File: config.mk
export PLATFORM = sky130hd
export DESIGN_NAME = luma_level_inserter
export DESIGN_NICKNAME = d
export VERILOG_FILES = /design/src/rtl/lli_pkg.sv /design/src/rtl/lli_gain_offset.sv /design/src/rtl/lli_ramp_mix.sv /design/src/rtl/luma_level_inserter.sv
export SDC_FILE = /design/constraint.sdc
export NUM_CORES = 1
export LEC_CHECK = 0
export BUFFER_PORTS_ARGS = -buffer_cell sky130_fd_sc_hd__buf_4
export CAP_MARGIN = 20
export CELL_PAD_IN_SITES_DETAIL_PLACEMENT = 1
export CELL_PAD_IN_SITES_GLOBAL_PLACEMENT = 1
export CORE_MARGIN = 1.5
export CORE_UTILIZATION = 49
export CTS_CLUSTER_SIZE = 30
export DETAILED_ROUTE_END_ITERATION = 8
export PLACE_DENSITY = 0.87
export RECOVER_POWER = 100
export SLEW_MARGIN = 20
export SYNTH_ARGS = -nofsm -noshare
export SYNTH_HDL_FRONTEND = slang
export SYNTH_HIERARCHICAL = 1
export SYNTH_SLANG_ARGS = --single-unit
File: constraint.sdc
create_clock -name clk -period 10.3 [get_ports clk]
set_input_delay 0.515 -clock clk [delete_from_list [all_inputs] [get_ports clk]]
set_output_delay 0.515 -clock clk [all_outputs]
set_load 0.02 [all_outputs]
File: src/rtl/lli_pkg.sv
package lli_pkg;
    parameter int LUMA_W    = 8;
    parameter int OUT_W     = 10;
    parameter int GAIN_W    = 9;
    parameter int GAIN_FRAC = 7;
    parameter int RAMP_LOG2 = 2;

    localparam int RAMP_LEN = 1 << RAMP_LOG2;
    localparam int WGT_W    = RAMP_LOG2 + 1;

    typedef struct packed {
        logic [GAIN_W-1:0] gain;
        logic [OUT_W-1:0]  black;
        logic [OUT_W-1:0]  blank;
    } settings_t;
endpackage

File: src/rtl/lli_gain_offset.sv
module lli_gain_offset
    import lli_pkg::*;
(
    input  logic [LUMA_W-1:0] luma,
    input  logic [GAIN_W-1:0] gain,
    input  logic [OUT_W-1:0]  black,
    output logic [OUT_W-1:0]  active
);
    localparam int PROD_W = LUMA_W + GAIN_W;
    localparam logic [PROD_W:0] MAXV = (PROD_W+1)'((1 << OUT_W) - 1);

    logic [PROD_W-1:0] prod;
    logic [PROD_W:0]   sum;

    always_comb begin
        prod   = PROD_W'(luma) * PROD_W'(gain);
        sum    = (PROD_W+1)'(prod >> GAIN_FRAC) + (PROD_W+1)'(black);
        active = (sum > MAXV) ? '1 : sum[OUT_W-1:0];
    end
endmodule

File: src/rtl/lli_ramp_mix.sv
module lli_ramp_mix
    import lli_pkg::*;
(
    input  logic [OUT_W-1:0] active,
    input  logic [OUT_W-1:0] level,
    input  logic [WGT_W-1:0] wgt,
    output logic [OUT_W-1:0] mixed
);
    localparam int MIX_W = OUT_W + WGT_W + 1;

    logic [MIX_W-1:0] acc;

    always_comb begin
        acc   = MIX_W'(active) * MIX_W'(RAMP_LEN - int'(wgt))
              + MIX_W'(level)  * MIX_W'(wgt);
        mixed = acc[RAMP_LOG2 +: OUT_W];
    end
endmodule

File: src/rtl/luma_level_inserter.sv
module luma_level_inserter
    import lli_pkg::*;
#(
    parameter logic [OUT_W-1:0]  SYNC_CODE = 16,
    parameter logic [GAIN_W-1:0] GAIN_RST  = 128,
    parameter logic [OUT_W-1:0]  BLACK_RST = 64,
    parameter logic [OUT_W-1:0]  BLANK_RST = 64
) (
    input  logic              clk,
    input  logic              rst_n,
    input  logic [LUMA_W-1:0] luma_i,
    input  logic              sync_i,
    input  logic              blank_i,
    input  logic              line_start_i,
    input  logic [GAIN_W-1:0] gain_i,
    input  logic [OUT_W-1:0]  black_i,
    input  logic [OUT_W-1:0]  blank_lvl_i,
    output logic [OUT_W-1:0]  code_o
);
    localparam logic [WGT_W-1:0] WGT_MAX = WGT_W'(RAMP_LEN);

    typedef struct packed {
        settings_t        cfg;
        logic [WGT_W-1:0] wgt;
        logic [OUT_W-1:0] lvl;
        logic [OUT_W-1:0] code;
    } state_t;

    state_t q, d;

    settings_t        cfg_eff;
    logic [WGT_W-1:0] wgt_nx;
    logic [OUT_W-1:0] lvl_nx;
    logic [OUT_W-1:0] active;
    logic [OUT_W-1:0] mixed;
    logic             forced;

    // signals observed by the bound checker
    logic [WGT_W-1:0]  wgt_mon;
    logic [GAIN_W-1:0] gain_mon;
    logic [OUT_W-1:0]  blank_eff;

    // settings for this sample: new values on a line start, held ones otherwise
    always_comb begin
        if (line_start_i) begin
            cfg_eff.gain  = gain_i;
            cfg_eff.black = black_i;
            cfg_eff.blank = blank_lvl_i;
        end else begin
            cfg_eff = q.cfg;
        end
    end

    // blend weight and forced level for this sample
    always_comb begin
        forced = sync_i | blank_i;
        wgt_nx = q.wgt;
        lvl_nx = q.lvl;
        if (forced) begin
            if (q.wgt != WGT_MAX) wgt_nx = q.wgt + 1'b1;
            lvl_nx = sync_i ? SYNC_CODE : cfg_eff.blank;
        end else if (q.wgt != '0) begin
            wgt_nx = q.wgt - 1'b1;
        end
    end

    lli_gain_offset u_gain (
        .luma   (luma_i),
        .gain   (cfg_eff.gain),
        .black  (cfg_eff.black),
        .active (active)
    );

    lli_ramp_mix u_mix (
        .active (active),
        .level  (lvl_nx),
        .wgt    (wgt_nx),
        .mixed  (mixed)
    );

    always_comb begin
        d      = q;
        d.cfg  = cfg_eff;
        d.wgt  = wgt_nx;
        d.lvl  = lvl_nx;
        d.code = mixed;
    end

    always_ff @(posedge clk or negedge rst_n) begin
        if (!rst_n) begin
            q.cfg.gain  <= GAIN_RST;
            q.cfg.black <= BLACK_RST;
            q.cfg.blank <= BLANK_RST;
            q.wgt       <= '0;
            q.lvl       <= SYNC_CODE;
            q.code      <= '0;
        end else begin
            q <= d;
        end
    end

    assign code_o    = q.code;
    assign wgt_mon   = q.wgt;
    assign gain_mon  = q.cfg.gain;
    assign blank_eff = cfg_eff.blank;
endmodule

* Word-level counts from Yosys, hierarchy flattened
Cells that the tools add are included.
Cells by class: add/subtract/negate cells 5, multiply operators 3, $lt $le $gt $ge 1, eq/ne operators 1, muxes and demuxes 7, bitwise gates (word level) 1, reductions and logical operators 1
Operator list (count):
- 2-to-1 mux 10 bit | 3
- 2-to-1 mux 29 bit | 1
- > comparator 18 x 10 -> 1 bit (second input constant) | 1
- multiplier 8 x 9 -> 17 bit | 1
- multiplier 10 x 14 -> 12 bit | 1
- adder 12 bit | 1
- multiplier 10 x 3 -> 12 bit | 1
- adder 10 x 10 -> 11 bit | 1
- 2-to-1 mux 3 bit | 3
- subtractor 3 x 3 -> 4 bit (first input constant) | 1
- adder 3 x 1 -> 3 bit (second input constant) | 1
- inequality test 3 bit (second input constant) | 1
- nonzero test 3 bit | 1
- subtractor 3 x 1 -> 3 bit (second input constant) | 1
- OR 1 bit | 1
Word-level totals: register bits 52

* Logic depth before layout (Yosys ltp)
word-level depth 7, depth in mapped cells 38, depth with buffers taken out 36

* Modules after synthesis
The synthesis kept the hierarchy.
Modules (own cells, without submodules):
- lli_gain_offset | instances 1, cells each 320, area each 2735.1 um2, sequential area each 0.0 um2
- lli_ramp_mix | instances 1, cells each 234, area each 2020.7 um2, sequential area each 0.0 um2
- luma_level_inserter | instances 1, cells each 133, area each 2019.4 um2, sequential area each 1306.3 um2

* Least setup slack after synthesis
Ideal clock, no wire load.
path type input port to flip-flop, from in line_start_i, to reg q, in the netlist code_o[8], arrival 9326 ps, path slack 894 ps, cell stages on the path 34, cells stage by stage buf_2 > buf_4 > mux2_2 > and2_1 > fa_1 > fa_1 > fa_1 > inv_1 > fa_1 > inv_1 > ha_1 > a21oi_1 > o21ai_0 > a311oi_1 > o21ai_0 > xor2_1 > ha_1 > a21o_1 > o21bai_2 > nand3b_1 > or2_2 > fa_1 > inv_1 > fa_1 > inv_1 > fa_1 > inv_1 > ha_1 > fa_1 > a21o_1 > a21oi_1 > o21ai_1 > o41ai_1 > xnor2_1
RTL lines:
- start: declaration | RTL line luma_level_inserter.sv:14 | input logic line_start_i,
- end: declaration | RTL line luma_level_inserter.sv:29 | state_t q, d;

==> results.cfg <==
[logic_synthesis]
synth_cells = 687
synthArstFlopShare_pct = 100
synth_area_sq_um = 6780
yosysWarnings = 6
synth_flop_cell = dfrtp_1
synth_cell_types = 56
syn_avg_cell_area_sq_um = 9.86
synth_edf_count = 0
synth-seq-cells = 52
synth_nets = 885
synth-seq-area-share_pct = 19.3

[drt]
wl_um = 18200
final_antenna_net_count = 0
wl_per_cell_um = 20.0
routed-via-count = 5080
drc = 0
drt_iter0_drc = 200
dr.pass1.iters = 4
viasPerCell = 5.61

[cells_and_area]
n_fill_cell = 1501
layout-drive-gt1-share_pct = 10.7
n_antenna_cell = 0
seq_area_sq_um = 1310
fin_area_sq_um = 7400
multi_input_area_sq_um = 4980
nets = 927
syn2layout_area_growth_pct = 9.22

[worst_setup_path]
path_buf_inv = 5
cp_max_fo = 13
cpMostUsedCell = fa_1
rrSetupSlack_ps = 410
critPathRequiredTime_ps = 10530
critical_path_class = primary input to flop
critPathCaptureType = flop
critPathMaxStageDelay_ps = 570
cp_data_arrival_time_ps = 10240
path_delay_family = adder cells
start_kind = primary input
cp_slowest_cell = fa_1

[global_routing]
gr-total-overflow = 0
grt_max_degree = 53
grt_usage_pct = 26.8
grt_pass1_vias = 6054
grt_antenna_before_repair = 0
grt_pass1_wl_um = 30100

[clocking]
cts_root_buffer = clkbuf_16
clock_path_buffers = 2
cts_tree = done
htreeDepth = 2
worstSkewPairLatency_ps = 310
cts_buffers = 5
clk_pin_slew_ps = 70
cts_sinks = 52

[sta]
maxSlewHeadroom_pct = -99.6
finalWorstSetupSlack_ps = 287
finalHoldViolations = 0
worst_pin_slew_ps = 2990
min_period_ps = 10010
drv_slew = 53
max_freq_ghz = 0.0999
hold_slack_ps = 451
finalCritPeriodShare_pct = 97.2
finClkSkew_ps = 6.60
setup_viol_count_final = 0

[floorplan]
dieArea_sq_um = 14500
core.rowCount = 42
dieWidth_um = 121
initial_utilization_pct = 50.8
io_pins = 52
core_area_sq_um = 13300
die-height_um = 121

[min_path]
hp-class = primary input to flop

[placement]
place_area_sq_um = 7270
dpl.hpwl_um = 14400
gp_congestion = 0.917
dp_worst_setup_slack_ps = -110
port_buffers = 51

[run_status]
status = finished with violations
violations = capacitance limit, slew limit

[flow_run]
maxCapViolCount = 1
worst register-to-register path, delay by kind of cell, from the launching register on:
kind	cells	cell delay, ps
adders and majority gates	11	5380
muxes	1	410
DFF	1	360
AOI/OAI and AO/OA	8	1840
buffers and inverters	4	230
and+or+nand+nor	6	1250
xor gates and xnor gates	2	340
through the flow:
step	setup TNS, ps	util [%]	instances
3_3_place_gp	0	54.5	897
3_5_place_dp	-130	54.5	897
4_1_cts	0	55.6	905
6_report	0	55.4	906
5_1_grt	-74.6	55.4	906
2_1_floorplan	0	-	687
cells by family after synthesis:
family                     share of synthesized area, %
and+or+nand+nor                                    16.8
adders and majority gates                          38.2
buffers and inverters                              7.57
AOI/OAI and AO/OA                                  6.94
DFF                                                19.3
muxes                                              7.31
xor gates and xnor gates                           3.82
path summary, 6_finish.rpt:
kind	startpoint	to	depth (start not counted)
worst max-delay path	line_start_i	code_o[9]$_DFF_PN0_	33
worst min-delay path	blank_lvl_i[2]	q[25]$_DFF_PN0_	2
worst max register to register	gain_mon[2]$_DFF_PN0_	code_o[9]$_DFF_PN0_	32
worst min register to register	q[32]$_DFF_PN0_	q[32]$_DFF_PN0_	1
max in group asynchronous	rst_n	q[42]$_DFF_PN0_	1
min in group asynchronous	rst_n	q[12]$_DFF_PN0_	1
flip-flops by register name, summed over array words and instances (netlist names):
register	cells
code_o	10
gain_mon	9
q	30
wgt_mon	3
area by class of cell:
cell class | instances | share of cell area (%)
Multi-Input combinational cell | 512 | 67.3
Inverter | 103 | 5.22
Timing Repair Buffer | 55 | 4.87
Clock inverter | 3 | 0.304
Clock buffer | 5 | 1.69
Sequential cell | 52 | 17.7
Tap cell | 176 | 2.98
cell usage in the layout, fill, tap and decap left out, types with 5 or more instances in the layout:
master,Yosys,layout
nand2_1,48,48
mux2i_1,12,12
o21ai_0,13,9
xor2_1,8,8
o21ai_1,2,5
inv_1,103,103
mux2_2,32,8
ha_1,71,71
clkbuf_1,6,14
and2_1,93,93
dfrtp_1,48,48
nor2_1,32,32
nor3_1,5,5
xnor2_1,19,19
a21o_1,7,7
or2_2,5,5
mux2_1,0,25
buf_4,11,41
fa_1,85,85
nand3_1,9,9
a21oi_1,19,17
clkbuf_16,0,5
routing by layer:
layer / GRT usage (%) / vias up / share of wire, %
li1: - / 2278 / -
met1: 32.2 / 2594 / 39
met2: 47.9 / 148 / 52
met3: 3.44 / 60 / 3.8
met4: 11.8 / 0 / 4.4
met5: 0 / - / 0
Yosys cell counts, types with 5 or more instances:
cell type | count | area (sq um)
mux2i_1 | 12 | 120
inv_1 | 103 | 387
ha_1 | 71 | 888
buf_4 | 11 | 82.6
o21ai_0 | 13 | 65.1
nor2_1 | 32 | 120
a21oi_1 | 19 | 95.1
dfrtp_1 | 48 | 1200
mux2_2 | 32 | 360
nor3_1 | 5 | 25.0
or2_2 | 5 | 31.3
xnor2_1 | 19 | 166
a21o_1 | 7 | 52.6
fa_1 | 85 | 1700
clkbuf_1 | 6 | 22.5
nand3_1 | 9 | 45.0
nand2_1 | 48 | 180
xor2_1 | 8 | 70.1
and2_1 | 93 | 582
timing repair:
| item | 4_1_cts | 5_1_grt |
|---|---|---|
| endpoints found under the setup margin | 0 | 4 |
| hold buffers | 0 | 0 |
| gates resized for setup | 0 | 9 |
| setup buffers | 0 | 1 |
Power is not shown: default switching activity piles up to over one toggle a cycle in this logic, so the estimate is an artifact.
